===== src/rtl/lsw_pkg.sv =====
package lsw_pkg;
  typedef enum logic {
    ROUTE_PASS  = 1'b0,
    ROUTE_CROSS = 1'b1
  } route_e;
endpackage


===== src/rtl/lsw_rst_sync.sv =====
module lsw_rst_sync (
  input  logic clk,
  input  logic rst_n,
  output logic rst_sync_n
);
  logic [1:0] sync_q;
  logic [1:0] sync_d;

  always_comb begin
    sync_d = {sync_q[0], 1'b1};
  end

  always_ff @(posedge clk or negedge rst_n) begin
    if (!rst_n) sync_q <= 2'b00;
    else        sync_q <= sync_d;
  end

  assign rst_sync_n = sync_q[1];
endmodule


===== src/rtl/lsw_delay.sv =====
module lsw_delay #(
  parameter int WIDTH = 16,
  parameter int DEPTH = 4
) (
  input  logic             clk,
  input  logic             rst_n,
  input  logic             shift_en,
  input  logic [WIDTH-1:0] din,
  output logic [WIDTH-1:0] dout
);
  logic [WIDTH-1:0] stage_q [DEPTH];
  logic [WIDTH-1:0] stage_d [DEPTH];

  // Shift-register FIFO: each slot takes its upstream neighbour
  for (genvar i = 0; i < DEPTH; i++) begin : g_stage
    if (i == 0) begin : g_head
      assign stage_d[i] = din;
    end else begin : g_body
      assign stage_d[i] = stage_q[i-1];
    end
  end

  always_ff @(posedge clk or negedge rst_n) begin
    if (!rst_n) begin
      for (int i = 0; i < DEPTH; i++) stage_q[i] <= '0;
    end else if (shift_en) begin
      for (int i = 0; i < DEPTH; i++) stage_q[i] <= stage_d[i];
    end
  end

  assign dout = stage_q[DEPTH-1];
endmodule


===== src/rtl/lsw_phase.sv =====
module lsw_phase
  import lsw_pkg::*;
#(
  parameter int DEPTH = 4
) (
  input  logic   clk,
  input  logic   rst_n,
  input  logic   step,
  output route_e route,
  output logic   filled
);
  localparam int CW = (DEPTH > 1) ? $clog2(2 * DEPTH) : 1;
  localparam logic [CW-1:0] LAST_PHASE = CW'(2 * DEPTH - 1);
  localparam logic [CW-1:0] FILL_PHASE = CW'(DEPTH - 1);

  logic [CW-1:0] cnt_q, cnt_d;
  logic          filled_q, filled_d;

  always_comb begin
    cnt_d    = (cnt_q == LAST_PHASE) ? '0 : cnt_q + 1'b1;
    filled_d = filled_q | (cnt_q == FILL_PHASE);
  end

  always_ff @(posedge clk or negedge rst_n) begin
    if (!rst_n) begin
      cnt_q    <= '0;
      filled_q <= 1'b0;
    end else if (step) begin
      cnt_q    <= cnt_d;
      filled_q <= filled_d;
    end
  end

  // Upper half of the 2*DEPTH phase range is the crossed block
  assign route  = cnt_q[CW-1] ? ROUTE_CROSS : ROUTE_PASS;
  assign filled = filled_q;
endmodule


===== src/rtl/lsw_xbar.sv =====
module lsw_xbar
  import lsw_pkg::*;
#(
  parameter int WIDTH = 16
) (
  input  route_e           route,
  input  logic [WIDTH-1:0] a_in,
  input  logic [WIDTH-1:0] b_in,
  output logic [WIDTH-1:0] a_out,
  output logic [WIDTH-1:0] b_out
);
  always_comb begin
    if (route == ROUTE_CROSS) begin
      a_out = b_in;
      b_out = a_in;
    end else begin
      a_out = a_in;
      b_out = b_in;
    end
  end
endmodule


===== src/rtl/lane_swap_unit.sv =====
module lane_swap_unit
  import lsw_pkg::*;
#(
  parameter int WIDTH = 16,
  parameter int DEPTH = 4
) (
  input  logic             clk,
  input  logic             rst_n,
  input  logic             in_valid,
  input  logic [WIDTH-1:0] in_lane0,
  input  logic [WIDTH-1:0] in_lane1,
  output logic             out_valid,
  output logic [WIDTH-1:0] out_lane0,
  output logic [WIDTH-1:0] out_lane1
);
  logic             rst_sync_n;
  route_e           route;
  logic             filled;
  logic [WIDTH-1:0] lane1_dly;
  logic [WIDTH-1:0] sw_lane0;
  logic [WIDTH-1:0] sw_lane1;

  lsw_rst_sync u_rst (
    .clk        (clk),
    .rst_n      (rst_n),
    .rst_sync_n (rst_sync_n)
  );

  lsw_phase #(.DEPTH(DEPTH)) u_phase (
    .clk    (clk),
    .rst_n  (rst_sync_n),
    .step   (in_valid),
    .route  (route),
    .filled (filled)
  );

  lsw_delay #(.WIDTH(WIDTH), .DEPTH(DEPTH)) u_pre_fifo (
    .clk      (clk),
    .rst_n    (rst_sync_n),
    .shift_en (in_valid),
    .din      (in_lane1),
    .dout     (lane1_dly)
  );

  lsw_xbar #(.WIDTH(WIDTH)) u_xbar (
    .route (route),
    .a_in  (in_lane0),
    .b_in  (lane1_dly),
    .a_out (sw_lane0),
    .b_out (sw_lane1)
  );

  lsw_delay #(.WIDTH(WIDTH), .DEPTH(DEPTH)) u_post_fifo (
    .clk      (clk),
    .rst_n    (rst_sync_n),
    .shift_en (in_valid),
    .din      (sw_lane0),
    .dout     (out_lane0)
  );

  assign out_lane1 = sw_lane1;
  assign out_valid = in_valid & filled;
endmodule


===== config.mk =====
export PLATFORM = sky130hd
export DESIGN_NAME = lane_swap_unit
export DESIGN_NICKNAME = d
export VERILOG_FILES = /design/src/rtl/lsw_pkg.sv /design/src/rtl/lsw_rst_sync.sv /design/src/rtl/lsw_delay.sv /design/src/rtl/lsw_phase.sv /design/src/rtl/lsw_xbar.sv /design/src/rtl/lane_swap_unit.sv
export SDC_FILE = /design/constraint.sdc
export NUM_CORES = 1
export LEC_CHECK = 0
export ABC_AREA = 1
export BUFFER_PORTS_ARGS = -buffer_cell sky130_fd_sc_hd__buf_4
export CELL_PAD_IN_SITES_DETAIL_PLACEMENT = 1
export CELL_PAD_IN_SITES_GLOBAL_PLACEMENT = 1
export CORE_MARGIN = 5
export CORE_UTILIZATION = 39
export CTS_CLUSTER_DIAMETER = 80
export DETAILED_ROUTE_END_ITERATION = 7
export PLACE_DENSITY_LB_ADDON = 0.1
export SYNTH_ARGS = -nofsm -noshare
export SYNTH_HDL_FRONTEND = slang
export SYNTH_SLANG_ARGS = --single-unit

===== constraint.sdc =====
create_clock -name clk -period 3.9 [get_ports clk]
set_input_delay 0.39 -clock clk [delete_from_list [all_inputs] [get_ports clk]]
set_output_delay 0.39 -clock clk [all_outputs]
set_load 0.01 [all_outputs]

Word level (Yosys, flattened, before mapping). Index checks and enable logic that the tools add are counted.

Div/mod/pow operators: 0. Mux-type cells: 4. Shifts and indexed selects: 0. Bitwise gates (word level): 2. Equality and inequality tests: 2. Multipliers: 0. Reductions and logical operators: 0. Magnitude comparators: 0. Add/subtract/negate cells: 1.

Operators with widths (number): 2-to-1 mux 16 bit (2); adder 3 x 1 -> 3 bit (second input constant) (1); equality test 3 x 2 -> 1 bit (second input constant) (1); equality test 3 bit (second input constant) (1); 2-to-1 mux 3 bit (1); bitwise AND 1 bit (1); 2-to-1 mux 1 bit (1); bitwise OR 1 bit (1).

ROM bits: 0. Bits in latches: 0. Input port bits: 35. Register bits after elaboration: 134. Memory bits (writable): 0. Output and inout bits: 33. Memories: 0.

Longest topological paths before layout.
Depth in word-level cells: 2. Depth in mapped cells: 5.

Cells and area by module. A second synthesis with hierarchy kept.

Cell total of the unflattened synthesis: 669. Area, all modules: 5647.9 um2.

By module, submodules not included: lsw_delay (cells an instance 270, area each 2446.1 um2, sequential area each 1601.5 um2, times used 2); lsw_xbar (cells an instance 104, area each 496.7 um2, sequential area each 0.0 um2, times used 1); lsw_phase (cells an instance 20, area each 197.7 um2, sequential area each 100.1 um2, times used 1); lsw_rst_sync (cells an instance 3, area each 53.8 um2, sequential area each 50.0 um2, times used 1); lane_swap_unit (cells an instance 2, area each 7.5 um2, sequential area each 0.0 um2, times used 1).

Worst setup path after synthesis. OpenSTA, ideal clock, no wires.

Path kind: register -> output. Start: register u_phase.cnt_q[2]. End: output out_lane1[10]. Path buffers: 2. Cell stages (with the launch flop): 5. Arrival time: 0.929 ns. Required time: 3.510 ns. Setup slack: 2.581 ns. Cells stage by stage: dfrtp_1 > buf_2 > buf_4 > nand2_1 > o21ai_0.

Word-level cells in the longest chain between the ends: 2.

RTL lines: start: declaration (RTL line lsw_phase.sv:16) `logic [CW-1:0] cnt_q, cnt_d;`; start signal: assignment (RTL line lsw_phase.sv:29) `cnt_q <= cnt_d;`; 2-to-1 mux 1 bit (RTL line lsw_phase.sv:35) `assign route = cnt_q[CW-1] ? ROUTE_CROSS : ROUTE_PASS;`; 2-to-1 mux 16 bit (RTL line lsw_xbar.sv:13) `if (route == ROUTE_CROSS) begin`; end: declaration (RTL line lane_swap_unit.sv:14) `output logic [WIDTH-1:0] out_lane1`.

No other way between the ends.

Worst setup path in the final report.
Start: register u_phase.cnt_q[2]. End: output out_lane1[13].

Same word-level chain as after synthesis.

==> flow_metrics.py <==
metrics = {
    "timing": {
        "total_count_of_hold_check_failures_in_the_final_report": 0,
        "worst_clock_skew_ps": 4.94,
        "post-route-period-util": 0.489,
        "worst_slew_margin_rel": 0.453,
        "layout_min_cycle_time_ps": 1910,
        "setup_viol_count_final": 0,
        "rsz_0062_raised_after_global_routing": "false",
        "fmax_mhz": 524,
        "tns_ps": 0,
        "maxSlewViolCount": 0,
        "timing_worst_slew_pin_value_ps": 821,
    },
    "detailed_routing": {
        "finalWirelength_mm": 12.5,
        "drcViolationCount": 0,
        "drt_iter0_drc": 214,
        "drt_pre_antenna_iters": 4,
        "viasPerCell": 4.67,
        "drtAntennaViolNets": 0,
        "route.detailed.wl_per_inst_um": 14.4,
        "vias": 4056,
    },
    "global_routing": {
        "global_route.usage.met3": 0.0343,
        "grt_util_all_layers": 0.165,
        "use_met1": 0.212,
        "grt_start_max_net_pins": 66,
        "global_route_wire_length_before_repair_mm": 21.2,
        "use_met2": 0.274,
        "antenna_violations_before_repair": 0,
        "grt_pass1_vias": 4308,
        "global_route.peak_usage_layer": "met2",
        "globalRoute.totalOverflow": 0,
    },
    "layout": {
        "layout-drive-gt1-share": 0.147,
        "layout.filler_cells": 1661,
        "commonest_cells_after_routing_fill_and_taps_aside": "sky130_fd_sc_hd__nand2_1 (262), sky130_fd_sc_hd__dfrtp_1 (133), sky130_fd_sc_hd__o21ai_0 (97)",
        "final_common_cell": "sky130_fd_sc_hd__nand2_1",
        "area_delta_synth_final_pct": 21.0,
        "finish.net_count": 716,
        "layout.core_utilization": 0.476,
        "diodes": 0,
    },
    "clocking": {
        "clock-root-buffer": "sky130_fd_sc_hd__clkbuf_16",
        "clock_insertion_delay_worst_skew_ps": 410,
        "tritoncts_clock_tree": "done",
        "buffer_depth_of_the_longest_clock_path": 2,
        "cts_buffers": 17,
        "postCtsSetupRepairBufs": 0,
        "cts_max_level": 4,
        "cts.sink_count": 134,
        "worst_setup_hold_path_clk_slew_ps": 50,
    },
    "floorplan": {
        "floorplan.core_area_um2": 13700,
        "row_count": 43,
        "floorplan.initialDensity": 0.393,
        "vert_die_dim_um": 128,
        "design.die.area_um2": 16300,
        "horizontal_extent_of_the_die_um": 128,
        "ios": 68,
    },
    "worst_setup_path": {
        "timing.critical_path.arrival_ps": 1520,
        "worst_setup_path_start_kind": "flop",
        "rr_endpoint": "u_phase.cnt_q[2]",
        "worstPathRequired_ps": 3510,
        "worst_setup_path_startpoint": "u_phase.cnt_q[2]",
        "launch_point_of_the_worst_reg_to_reg_path": "u_phase.cnt_q[2]",
        "path_max_fanout": 51,
        "r2r.worst_path.cells": 4,
        "setup.worst_path.class": "flop to output port",
        "worstSetupEndpoint": "out_lane1[13]",
        "worst_setup_path_end_kind": "output port",
        "r2r_setup_slack_ps": 2280,
    },
    "job": {
        "cap_viol_max_count": 0,
    },
    "logic_synthesis": {
        "yosys_cell_types": 15,
        "number_of_flops_mapped_to_enable_cells_by_yosys": 0,
        "synth-main-ff-cell": "sky130_fd_sc_hd__dfrtp_1",
        "post_synth_inst_count": 618,
        "yosysWarnings": 0,
        "mappedNetlistArea_um2": 5400,
        "ys_async_rst_share": 1.00,
        "syn-num-nets": 656,
        "total_of_flip_flops_plus_latches_after_synthesis": 134,
        "synth-seq-area-share": 0.621,
        "syn-mean-instance-area_um2": 8.73,
    },
    "min_path": {
        "worst_hold_class": "primary input to flop",
    },
    "placed_design": {
        "io_buffers": 67,
        "routabilityCongestion": 0.775,
        "dp_hpwl_mm": 8.19,
    },
    "power_and_ir_drop": {
        "finalPower_mw": 4.05,
        "cellLeakagePower_nw": 3.39,
        "power.ir.vdd_worst_mv": 0.239,
        "pwr_density_cell_nw_per_um2": 620,
    },
    "run_status": {
        "status": "finished, final reports clean",
    },
}
-- worst max-delay path, stage by stage (launching register included) --
cell                      delay [ps]
sky130_fd_sc_hd__dfrtp_1         330
sky130_fd_sc_hd__buf_4           410
sky130_fd_sc_hd__o21ai_0         180
sky130_fd_sc_hd__buf_4           170
-- worst min-delay path by stage --
stage,startpoint,to,slack [ps],cells after the start
2_1_floorplan,rst_n,u_rst.sync_q[0],90,0
3_3_place_gp,rst_n,u_rst.sync_q[0],170,1
3_5_place_dp,rst_n,u_rst.sync_q[0],170,1
4_1_cts,in_lane1[15],u_pre_fifo.stage_d[47],160,3
5_1_grt,in_lane1[14],u_pre_fifo.stage_d[46],180,3
6_report,in_lane1[15],u_pre_fifo.stage_d[47],180,3
-- cells by family (layout without fill, tap and decap cells) --
group | count (synthesis) | after routing | synth area share
other | 1 | 1 | 0.000695
AND/OR/NAND/NOR | 279 | 279 | 0.198
adder cells (fa/ha/maj) | 3 | 3 | 0.00695
flip-flops | 134 | 134 | 0.621
AO/OA/AOI/OAI | 99 | 99 | 0.0923
buffers and inverters | 102 | 173 | 0.0809
-- area by class of cell --
| class | count | area [um^2] | share of cell area |
|---|---|---|---|
| clock buffer | 27 | 503 | 0.0770 |
| timing repair buffer | 75 | 566 | 0.0866 |
| inverter | 68 | 256 | 0.0393 |
| clock inverter | 3 | 18.8 | 0.00287 |
| multi-input combinational | 382 | 1610 | 0.246 |
| tap | 180 | 225 | 0.0345 |
| sequential | 134 | 3360 | 0.514 |
-- cell usage after synthesis, types with 2 or more instances --
master | number | share of area
sky130_fd_sc_hd__nand3_1 | 17 | 0.016
sky130_fd_sc_hd__buf_4 | 3 | 0.0042
sky130_fd_sc_hd__inv_2 | 2 | 0.0014
sky130_fd_sc_hd__buf_2 | 15 | 0.014
sky130_fd_sc_hd__nand2_1 | 262 | 0.18
sky130_fd_sc_hd__dfrtp_1 | 134 | 0.62
sky130_fd_sc_hd__clkbuf_1 | 12 | 0.0083
sky130_fd_sc_hd__ha_1 | 3 | 0.0070
sky130_fd_sc_hd__o21ai_0 | 97 | 0.090
sky130_fd_sc_hd__buf_6 | 3 | 0.0063
sky130_fd_sc_hd__inv_1 | 66 | 0.046
-- stage by stage --
step | area (um^2) | setup slack (ps) | hold WS [ps] | instances
after floorplan | 5400 | 1670 | 94.4 | 618
after global placement | 6000 | 2190 | 173 | 838
after detailed placement | 6000 | 2140 | 174 | 838
after CTS | 6530 | 1960 | 162 | 869
after global routing | 6530 | 1860 | 178 | 869
final | 6530 | 1990 | 178 | 869
-- per-layer routing --
metal	routed length [um]	vias to the layer above
li1	-	2007
met1	5720	1973
met2	6140	64
met3	439	12
met4	183	0
met5	0	-
-- state kept, by name, indices dropped and copies added (netlist names) --
register / count
u_pre_fifo.dout: 16
u_post_fifo.dout: 16
u_phase.cnt_q: 3
u_pre_fifo.stage_d: 48
u_phase.filled: 1
u_rst.sync_q: 2
u_post_fifo.stage_d: 48
-- power breakdown --
group	internal, mW	leakage, nW	switching (mW)
Clock	0.872	0.257	0.542
Sequential	1.67	1.68	0.153
Combinational	0.325	1.45	0.488
-- repair_timing --
item	4_1_cts	5_1_grt
resized for setup	0	0
endpoints found under the hold margin	2	0
hold buffers	1	0
setup endpoints to repair	0	0
(Power assumes the default switching activity.)
